File: src/rtl/txarb_pkg.sv
package txarb_pkg;
  typedef enum logic [1:0] {
    ST_IDLE  = 2'd0,
    ST_DATA  = 2'd1,
    ST_PAUSE = 2'd2
  } txarb_state_t;
endpackage

File: src/rtl/txarb_ctrl_regs.sv
module txarb_ctrl_regs (
  input  logic clk,
  input  logic rst,
  input  logic mac_en,
  input  logic ctl_wr,
  input  logic ctl_stop,
  input  logic ctl_xoff,
  input  logic ctl_fdx,
  input  logic xoff_clr,
  input  logic irq,
  input  logic evt_clr,
  output logic stop_q,
  output logic xoff_q,
  output logic fdx_q,
  output logic evt_q
);
  always_ff @(posedge clk) begin
    if (rst) begin
      stop_q <= 1'b0;
      xoff_q <= 1'b0;
      fdx_q  <= 1'b0;
      evt_q  <= 1'b0;
    end else begin
      if (ctl_wr) stop_q <= ctl_stop;
      // set request wins over the self-clear of the previous one
      if (ctl_wr && ctl_xoff) xoff_q <= 1'b1;
      else if (xoff_clr)      xoff_q <= 1'b0;
      // duplex mode only moves while the MAC is disabled
      if (ctl_wr && !mac_en) fdx_q <= ctl_fdx;
      if (irq)          evt_q <= 1'b1;
      else if (evt_clr) evt_q <= 1'b0;
    end
  end
endmodule

File: src/rtl/txarb_pause_timer.sv
module txarb_pause_timer #(
  parameter int QW = 16
) (
  input  logic          clk,
  input  logic          rst,
  input  logic          load,
  input  logic [QW-1:0] quanta,
  input  logic          tick,
  output logic          active
);
  localparam logic [QW-1:0] ONE = QW'(1);

  logic [QW-1:0] cnt;

  always_ff @(posedge clk) begin
    if (rst) begin
      cnt    <= '0;
      active <= 1'b0;
    end else if (load) begin
      cnt    <= quanta;
      active <= (quanta != '0);
    end else if (active && tick) begin
      cnt <= cnt - ONE;
      if (cnt == ONE) active <= 1'b0;
    end
  end
endmodule

File: src/rtl/txarb_fsm.sv
module txarb_fsm
  import txarb_pkg::*;
(
  input  logic clk,
  input  logic rst,
  input  logic stop_q,
  input  logic xoff_q,
  input  logic fdx_q,
  input  logic rx_hold,
  input  logic frm_pending,
  input  logic frm_done,
  input  logic frm_col,
  input  logic crs,
  input  logic col_in,
  output logic grant_data,
  output logic grant_pause,
  output logic irq,
  output logic xoff_clr
);
  txarb_state_t state;
  logic         stop_ack;
  logic         medium_ok;

  assign medium_ok = fdx_q | (~crs & ~col_in);
  // pause request bit drops on the same edge the PAUSE frame completes
  assign xoff_clr  = (state == ST_PAUSE) && frm_done;

  always_ff @(posedge clk) begin
    if (rst) begin
      state       <= ST_IDLE;
      grant_data  <= 1'b0;
      grant_pause <= 1'b0;
      irq         <= 1'b0;
      stop_ack    <= 1'b0;
    end else begin
      grant_data  <= 1'b0;
      grant_pause <= 1'b0;
      irq         <= 1'b0;
      if (!stop_q) stop_ack <= 1'b0;
      unique case (state)
        ST_IDLE: begin
          if (xoff_q && medium_ok) begin
            grant_pause <= 1'b1;
            state       <= ST_PAUSE;
            if (!(stop_q && stop_ack) && !irq) irq <= 1'b1;
            if (stop_q) stop_ack <= 1'b1;
          end else if (stop_q) begin
            if (!stop_ack && !irq) begin
              irq      <= 1'b1;
              stop_ack <= 1'b1;
            end
          end else if (!rx_hold && frm_pending && medium_ok) begin
            grant_data <= 1'b1;
            state      <= ST_DATA;
          end
        end
        ST_DATA:  if (frm_done || frm_col) state <= ST_IDLE;
        ST_PAUSE: if (frm_done)            state <= ST_IDLE;
        default:  state <= ST_IDLE;
      endcase
    end
  end
endmodule

File: src/rtl/eth_tx_arbiter.sv
module eth_tx_arbiter #(
  parameter int QW  = 16,
  parameter int SAW = 32
) (
  input  logic           clk,
  input  logic           rst,
  input  logic           mac_en,
  input  logic           ctl_wr,
  input  logic           ctl_stop,
  input  logic           ctl_xoff,
  input  logic           ctl_fdx,
  input  logic           evt_clr,
  input  logic           rx_pause_vld,
  input  logic [QW-1:0]  rx_pause_quanta,
  input  logic           quanta_tick,
  input  logic           frm_pending,
  input  logic           frm_done,
  input  logic           frm_col,
  input  logic           crs,
  input  logic           col_in,
  input  logic [SAW-1:0] mac_addr_lo,
  output logic           grant_data,
  output logic           grant_pause,
  output logic [SAW-1:0] pause_sa_lo,
  output logic           stop_irq,
  output logic           stop_evt,
  output logic           st_stop,
  output logic           st_xoff,
  output logic           st_fdx,
  output logic           st_rx_pause
);
  logic xoff_clr;

  txarb_ctrl_regs u_regs (
    .clk      (clk),
    .rst      (rst),
    .mac_en   (mac_en),
    .ctl_wr   (ctl_wr),
    .ctl_stop (ctl_stop),
    .ctl_xoff (ctl_xoff),
    .ctl_fdx  (ctl_fdx),
    .xoff_clr (xoff_clr),
    .irq      (stop_irq),
    .evt_clr  (evt_clr),
    .stop_q   (st_stop),
    .xoff_q   (st_xoff),
    .fdx_q    (st_fdx),
    .evt_q    (stop_evt)
  );

  txarb_pause_timer #(.QW(QW)) u_timer (
    .clk    (clk),
    .rst    (rst),
    .load   (rx_pause_vld),
    .quanta (rx_pause_quanta),
    .tick   (quanta_tick),
    .active (st_rx_pause)
  );

  txarb_fsm u_fsm (
    .clk         (clk),
    .rst         (rst),
    .stop_q      (st_stop),
    .xoff_q      (st_xoff),
    .fdx_q       (st_fdx),
    .rx_hold     (st_rx_pause),
    .frm_pending (frm_pending),
    .frm_done    (frm_done),
    .frm_col     (frm_col),
    .crs         (crs),
    .col_in      (col_in),
    .grant_data  (grant_data),
    .grant_pause (grant_pause),
    .irq         (stop_irq),
    .xoff_clr    (xoff_clr)
  );

  always_ff @(posedge clk) begin
    if (rst) pause_sa_lo <= '0;
    else     pause_sa_lo <= mac_addr_lo;
  end
endmodule

File: config.mk
export PLATFORM = sky130hd
export DESIGN_NAME = eth_tx_arbiter
export DESIGN_NICKNAME = d
export VERILOG_FILES = /design/src/rtl/txarb_pkg.sv /design/src/rtl/txarb_ctrl_regs.sv /design/src/rtl/txarb_pause_timer.sv /design/src/rtl/txarb_fsm.sv /design/src/rtl/eth_tx_arbiter.sv
export SDC_FILE = /design/constraint.sdc
export NUM_CORES = 1
export LEC_CHECK = 0
export ABC_AREA = 0
export BUFFER_PORTS_ARGS = -buffer_cell sky130_fd_sc_hd__buf_2
export CORE_ASPECT_RATIO = 1.5
export CORE_MARGIN = 2
export CORE_UTILIZATION = 30
export DETAILED_ROUTE_END_ITERATION = 10
export HOLD_SLACK_MARGIN = 0.12
export REMOVE_ABC_BUFFERS = 1
export SYNTH_ARGS = -nofsm -noshare
export SYNTH_HDL_FRONTEND = slang
export SYNTH_SLANG_ARGS = --single-unit
File: constraint.sdc
create_clock -name clk -period 2.6 [get_ports clk]
set_input_delay 0.13 -clock clk [delete_from_list [all_inputs] [get_ports clk]]
set_output_delay 0.13 -clock clk [all_outputs]
set_load 0.03 [all_outputs]
Yosys cells after proc, flatten, opt, wreduce, memory -nomap -nowiden
Cells that the tools add are included.
{"block": "classes", "eq_ne": 7, "multipliers": 0, "bitwise": 5, "div_mod_pow": 0, "shifts": 0, "magnitude_cmp": 0, "add_sub_neg": 1, "n_reduce_logical": 26, "muxes": 27}
{"operator": "$mux W16", "count": 2}
{"operator": "$mux W1", "count": 19}
{"operator": "$eq A16 B1 Y1 const B", "count": 1}
{"operator": "$reduce_bool A16 Y1", "count": 1}
{"operator": "$sub A16 B1 Y16 const B", "count": 1}
{"operator": "$logic_and A1 B1 Y1", "count": 10}
{"operator": "$mux W2", "count": 5}
{"operator": "$reduce_bool A2 Y1", "count": 4}
{"operator": "$pmux W2 S3", "count": 1}
{"operator": "$logic_not A1 Y1", "count": 5}
{"operator": "$reduce_and A4 Y1", "count": 1}
{"operator": "$reduce_or A4 Y1", "count": 1}
{"operator": "$ne A3 B1 Y1 const B", "count": 1}
{"operator": "$ne A3 B2 Y1 const B", "count": 1}
{"operator": "$not A1 Y1", "count": 3}
{"operator": "$eq A2 B1 Y1 const B", "count": 1}
{"operator": "$eq A2 B2 Y1 const B", "count": 1}
{"operator": "$logic_not A2 Y1", "count": 1}
{"operator": "$ne A2 B1 Y1 const B", "count": 1}
{"operator": "$ne A2 B2 Y1 const B", "count": 1}
{"operator": "$reduce_and A2 Y1", "count": 1}
{"operator": "$reduce_or A2 Y1", "count": 1}
{"operator": "$and A1 B1 Y1", "count": 1}
{"operator": "$logic_or A1 B1 Y1", "count": 1}
{"operator": "$or A1 B1 Y1", "count": 1}
{"block": "totals", "romBits": 0, "reg_bits": 59, "latch_bits": 0, "ramBits": 0, "mem_count": 0, "wordCells": 78, "out_inout_bits": 40, "in_bits": 63}

Depth between registers and ports, before layout
{"block": "logic_depth", "depth_word": 8, "mapped_depth": 6, "depth_no_buf": 6}

Hierarchy
A second synthesis with hierarchy kept.
{"block": "hier_totals", "cells_unflattened": 225, "hier_area_um2": 2232.1}
{"module": "txarb_pause_timer", "cells_per_inst": 116, "area_each_um2": 959.7, "seq_area_each_um2": 340.3, "instances": 1}
{"module": "eth_tx_arbiter", "cells_per_inst": 67, "area_each_um2": 863.3, "seq_area_each_um2": 640.6, "instances": 1}
{"module": "txarb_fsm", "cells_per_inst": 26, "area_each_um2": 251.5, "seq_area_each_um2": 120.1, "instances": 1}
{"module": "txarb_ctrl_regs", "cells_per_inst": 16, "area_each_um2": 157.7, "seq_area_each_um2": 80.1, "instances": 1}

Worst setup path before layout
OpenSTA, ideal clock, no wires.
{"block": "synth_timing", "path_kind": "flip-flop to flip-flop", "startpoint": "register u_timer.cnt[3]", "endpoint": "register u_timer.cnt[14]", "t_arrival_ns": 2.083, "slack_ns": 0.426, "path_stages_with_launch": 6, "n_path_buf": 1, "setup_time_ns": 0.091, "period_less_slack_ns": 2.174, "path_cell_list": "dfxtp_1 > or4_4 > buf_6 > or4_4 > or4_1 > a311oi_1"}
{"block": "synth_via", "elab_chain_cells": 3}
{"element": "start: declaration", "line": "txarb_pause_timer.sv:13", "source": "logic [QW-1:0] cnt;"}
{"element": "start signal: assignment", "line": "txarb_pause_timer.sv:20", "source": "cnt <= quanta;"}
{"element": "start signal: assignment", "line": "txarb_pause_timer.sv:23", "source": "cnt <= cnt - ONE;"}
{"element": "$sub A16 B1 Y16", "line": "txarb_pause_timer.sv:23"}
{"element": "$mux W16", "line": "txarb_pause_timer.sv:22", "source": "end else if (active && tick) begin"}
{"element": "$mux W16", "line": "txarb_pause_timer.sv:19", "source": "end else if (load) begin"}
No other way between the ends. The select of a mux whose other input is x is not followed.
A chain may end at the register's enable or synchronous reset.

Worst setup path in the final report
Ends and elaborated chain as after synthesis.

==> impl_metrics.toml <==
[drt]
firstDrtPassIters = 4
drtIter0Drc = 59
routed_via_density = 4.53
drtAntennaViolNets = 0
drt_wl_total_mm = 5.89
vias = 2226
drc = 0
post_drt_wl_per_cell_um = 12.0

[power]
sw_frac_of_total_pct = 25.4
finalPower_mw = 2.28
vdd_ir_drop_max_mv = 0.275
p_sw_mw = 0.578
p_seq_share_pct = 43.4
p_leak_nw = 1.56
p_int_mw = 1.70
pwr_density_cell_nw_per_um2 = 630
pwr-share-clk_pct = 40.8
combPwrFrac_pct = 15.8

[synthesis]
synth_edf_count = 0
synthArstFlopShare_pct = 0
synth_cell_type_count = 36
synth_area_um2 = 2210
yosysTopAreaCell = "dfxtp_1"
yosys-top-cells-area = "dfxtp_1 53%, nor2b_1 10%, nor2_1 4.1%"
synth.top_cell.area_share_pct = 53.5
synthFlopType = "dfxtp_1"
ys_ff_latch = 59
yosys_warnings = 0
synth-seq-area-share_pct = 53.5
avgSynthCellArea_um2 = 9.78
netlist_instances = 226

[sta]
tns_ps = 0
hold_viol_final = 0
slew_viol_final = 0
relSlewSlack_pct = 55.0
fin_ws_ps = 345
skew_ps = 7.20
finalCritPeriodShare_pct = 86.7
tightest_slew_ps = 671
final-setup-viol-count = 0
rsz0062_at_grt = "no"
min_period_ps = 2250
clock.fmax_ghz = 0.444

[setup_path]
reg2reg_depth = 4
r2r-end = "u_timer.cnt[14]"
setup.worst_path.end = "u_timer.cnt[14]"
r2r_slack_ps = 350
critPathLaunchType = "flip-flop"
crit_fanout = 8
worst_setup_path_end_kind = "flip-flop"
crit_arrival_ps = 2500
startpoint = "u_timer.cnt[3]"
rr_startpoint = "u_timer.cnt[3]"
cp_data_required_time_ps = 2850
path_class = "reg -> reg"

[place]
io_buffers = 102
dp_hpwl_mm = 3.80
placed_cells = 416
place_ws_ps = 334
place_area_um2 = 2800
routabilityCongestion = 0.731

[final_layout]
layout_commonest_cell = "buf_2"
drive_above_1_share_pct = 32.2
diodes = 0
largest_register_ffs = 32
regMostFlops = "pause_sa_lo"
design_area_um2 = 3620
area_growth_pct = 63.7
mostFrequentLayoutCells = "102 x buf_2, 59 x dlygate4sd3_1, 59 x dfxtp_1"
final_cells = 491
nets = 451
reg.largest.list = "pause_sa_lo: 32 flops, u_timer.cnt: 16 flops, u_fsm.state: 2 flops"

[clock_tree]
cts_sinks = 59
worst_skew_pair.late_latency_ps = 340
htree_levels = 3
cts_resized = 0
tritoncts = "built"
cts_buffers = 9
clock_path_buffers = 2
clk_pin_slew_ps = 70
cts_hold_buf = 59
post_cts.repair.setup_buffers = 0
cts-root-buf = "clkbuf_8"

[floorplanning]
io_pins = 103
die_h_um = 109
core-area_um2 = 7180
die_area_um2 = 8080
start_util_pct = 30.8
rows = 38
die_w_um = 74.1

[global_routing]
antenna_found_initial = 0
grt_first_pass_wirelength_mm = 9.58
grt-ovfl-total = 0
grt_usage_pct = 15.8
grt_max_degree = 31
first_global_vias = 2312

[run_status]
status = "completed"

[worst_hold_path]
hold_class = "in -> reg"
min_path_cells = 3

[job]
drv_cap = 0
==> synth_stat cells, types with 3 or more instances <==
master and instances:
a21oi_1 5, nand3_1 4, nor3_1 7, clkbuf_1 12, nand2_1 7, or4_1 5, inv_1 5, nor4_1 8
a211oi_1 8, dfxtp_1 59, nor2_1 24, nor4b_1 3, a311oi_1 5, mux2_2 3, nor2b_1 36, xnor2_1 9
==> metal layers <==
| layer | GRT usage (%) | share of wire, % | up-vias |
|---|---|---|---|
| li1 | - | - | 1103 |
| met1 | 14.4 | 38 | 1014 |
| met2 | 28.6 | 52 | 94 |
| met3 | 6.10 | 6.8 | 15 |
| met4 | 9.22 | 3.2 | 0 |
| met5 | 0 | 0 | - |
==> area by class of cell <==
class,count,area (um2)
Inverter,6,22.5
Clock inverter,6,88.8
Sequential cell,59,1180
Timing Repair Buffer,163,1120
Fill cell,663,3560
Tap cell,100,125
Clock buffer,10,138
Multi-Input combinational cell,147,946
==> critical path, cell delays in order (launching register included) <==
cell and delay [ps]:
dfxtp_1 360, or4_4 580, or4_4 520, or4_1 430, a311oi_1 280
==> worst min path at each step <==
stage / startpoint / endpoint / slack, ps
after floorplan: rst / u_timer.cnt[0] / 200
after global placement: mac_addr_lo[10] / pause_sa_lo[10] / 340
after detailed placement: mac_addr_lo[8] / pause_sa_lo[8] / 340
after CTS: rx_pause_quanta[13] / u_timer.cnt[13] / 140
after global routing: rx_pause_quanta[14] / u_timer.cnt[14] / 170
final: rx_pause_quanta[13] / u_timer.cnt[13] / 160
==> logic make-up after synthesis <==
kind of cell	after synthesis	synth area share [%]
AOI/OAI and AO/OA	29	9.63
xor gates and xnor gates	9	3.57
adders and majority gates	2	1.13
buffers and inverters	20	3.74
DFF	59	53.5
muxes	5	2.43
and+or+nand+nor	102	26.0
==> per-stage QoR <==
step | utilization [%] | hold WS, ps
after CTS | 50.4 | 145
after floorplan | - | 199
after detailed placement | 39.0 | 342
final | 50.4 | 161
after global placement | 39.0 | 337
after global routing | 50.4 | 172
==> power by group through the flow <==
| stage | clock, mW | sequential (mW) | combinational [mW] |
|---|---|---|---|
| floorplan | 0 | 1.07 | 0.105 |
| global route | 1.01 | 0.996 | 0.397 |
| detailed placement | 0 | 1.01 | 0.289 |
| finish | 0.929 | 0.989 | 0.361 |
| CTS | 0.962 | 0.988 | 0.362 |
| global placement | 0 | 1.01 | 0.287 |
(Power assumes the default switching activity.)
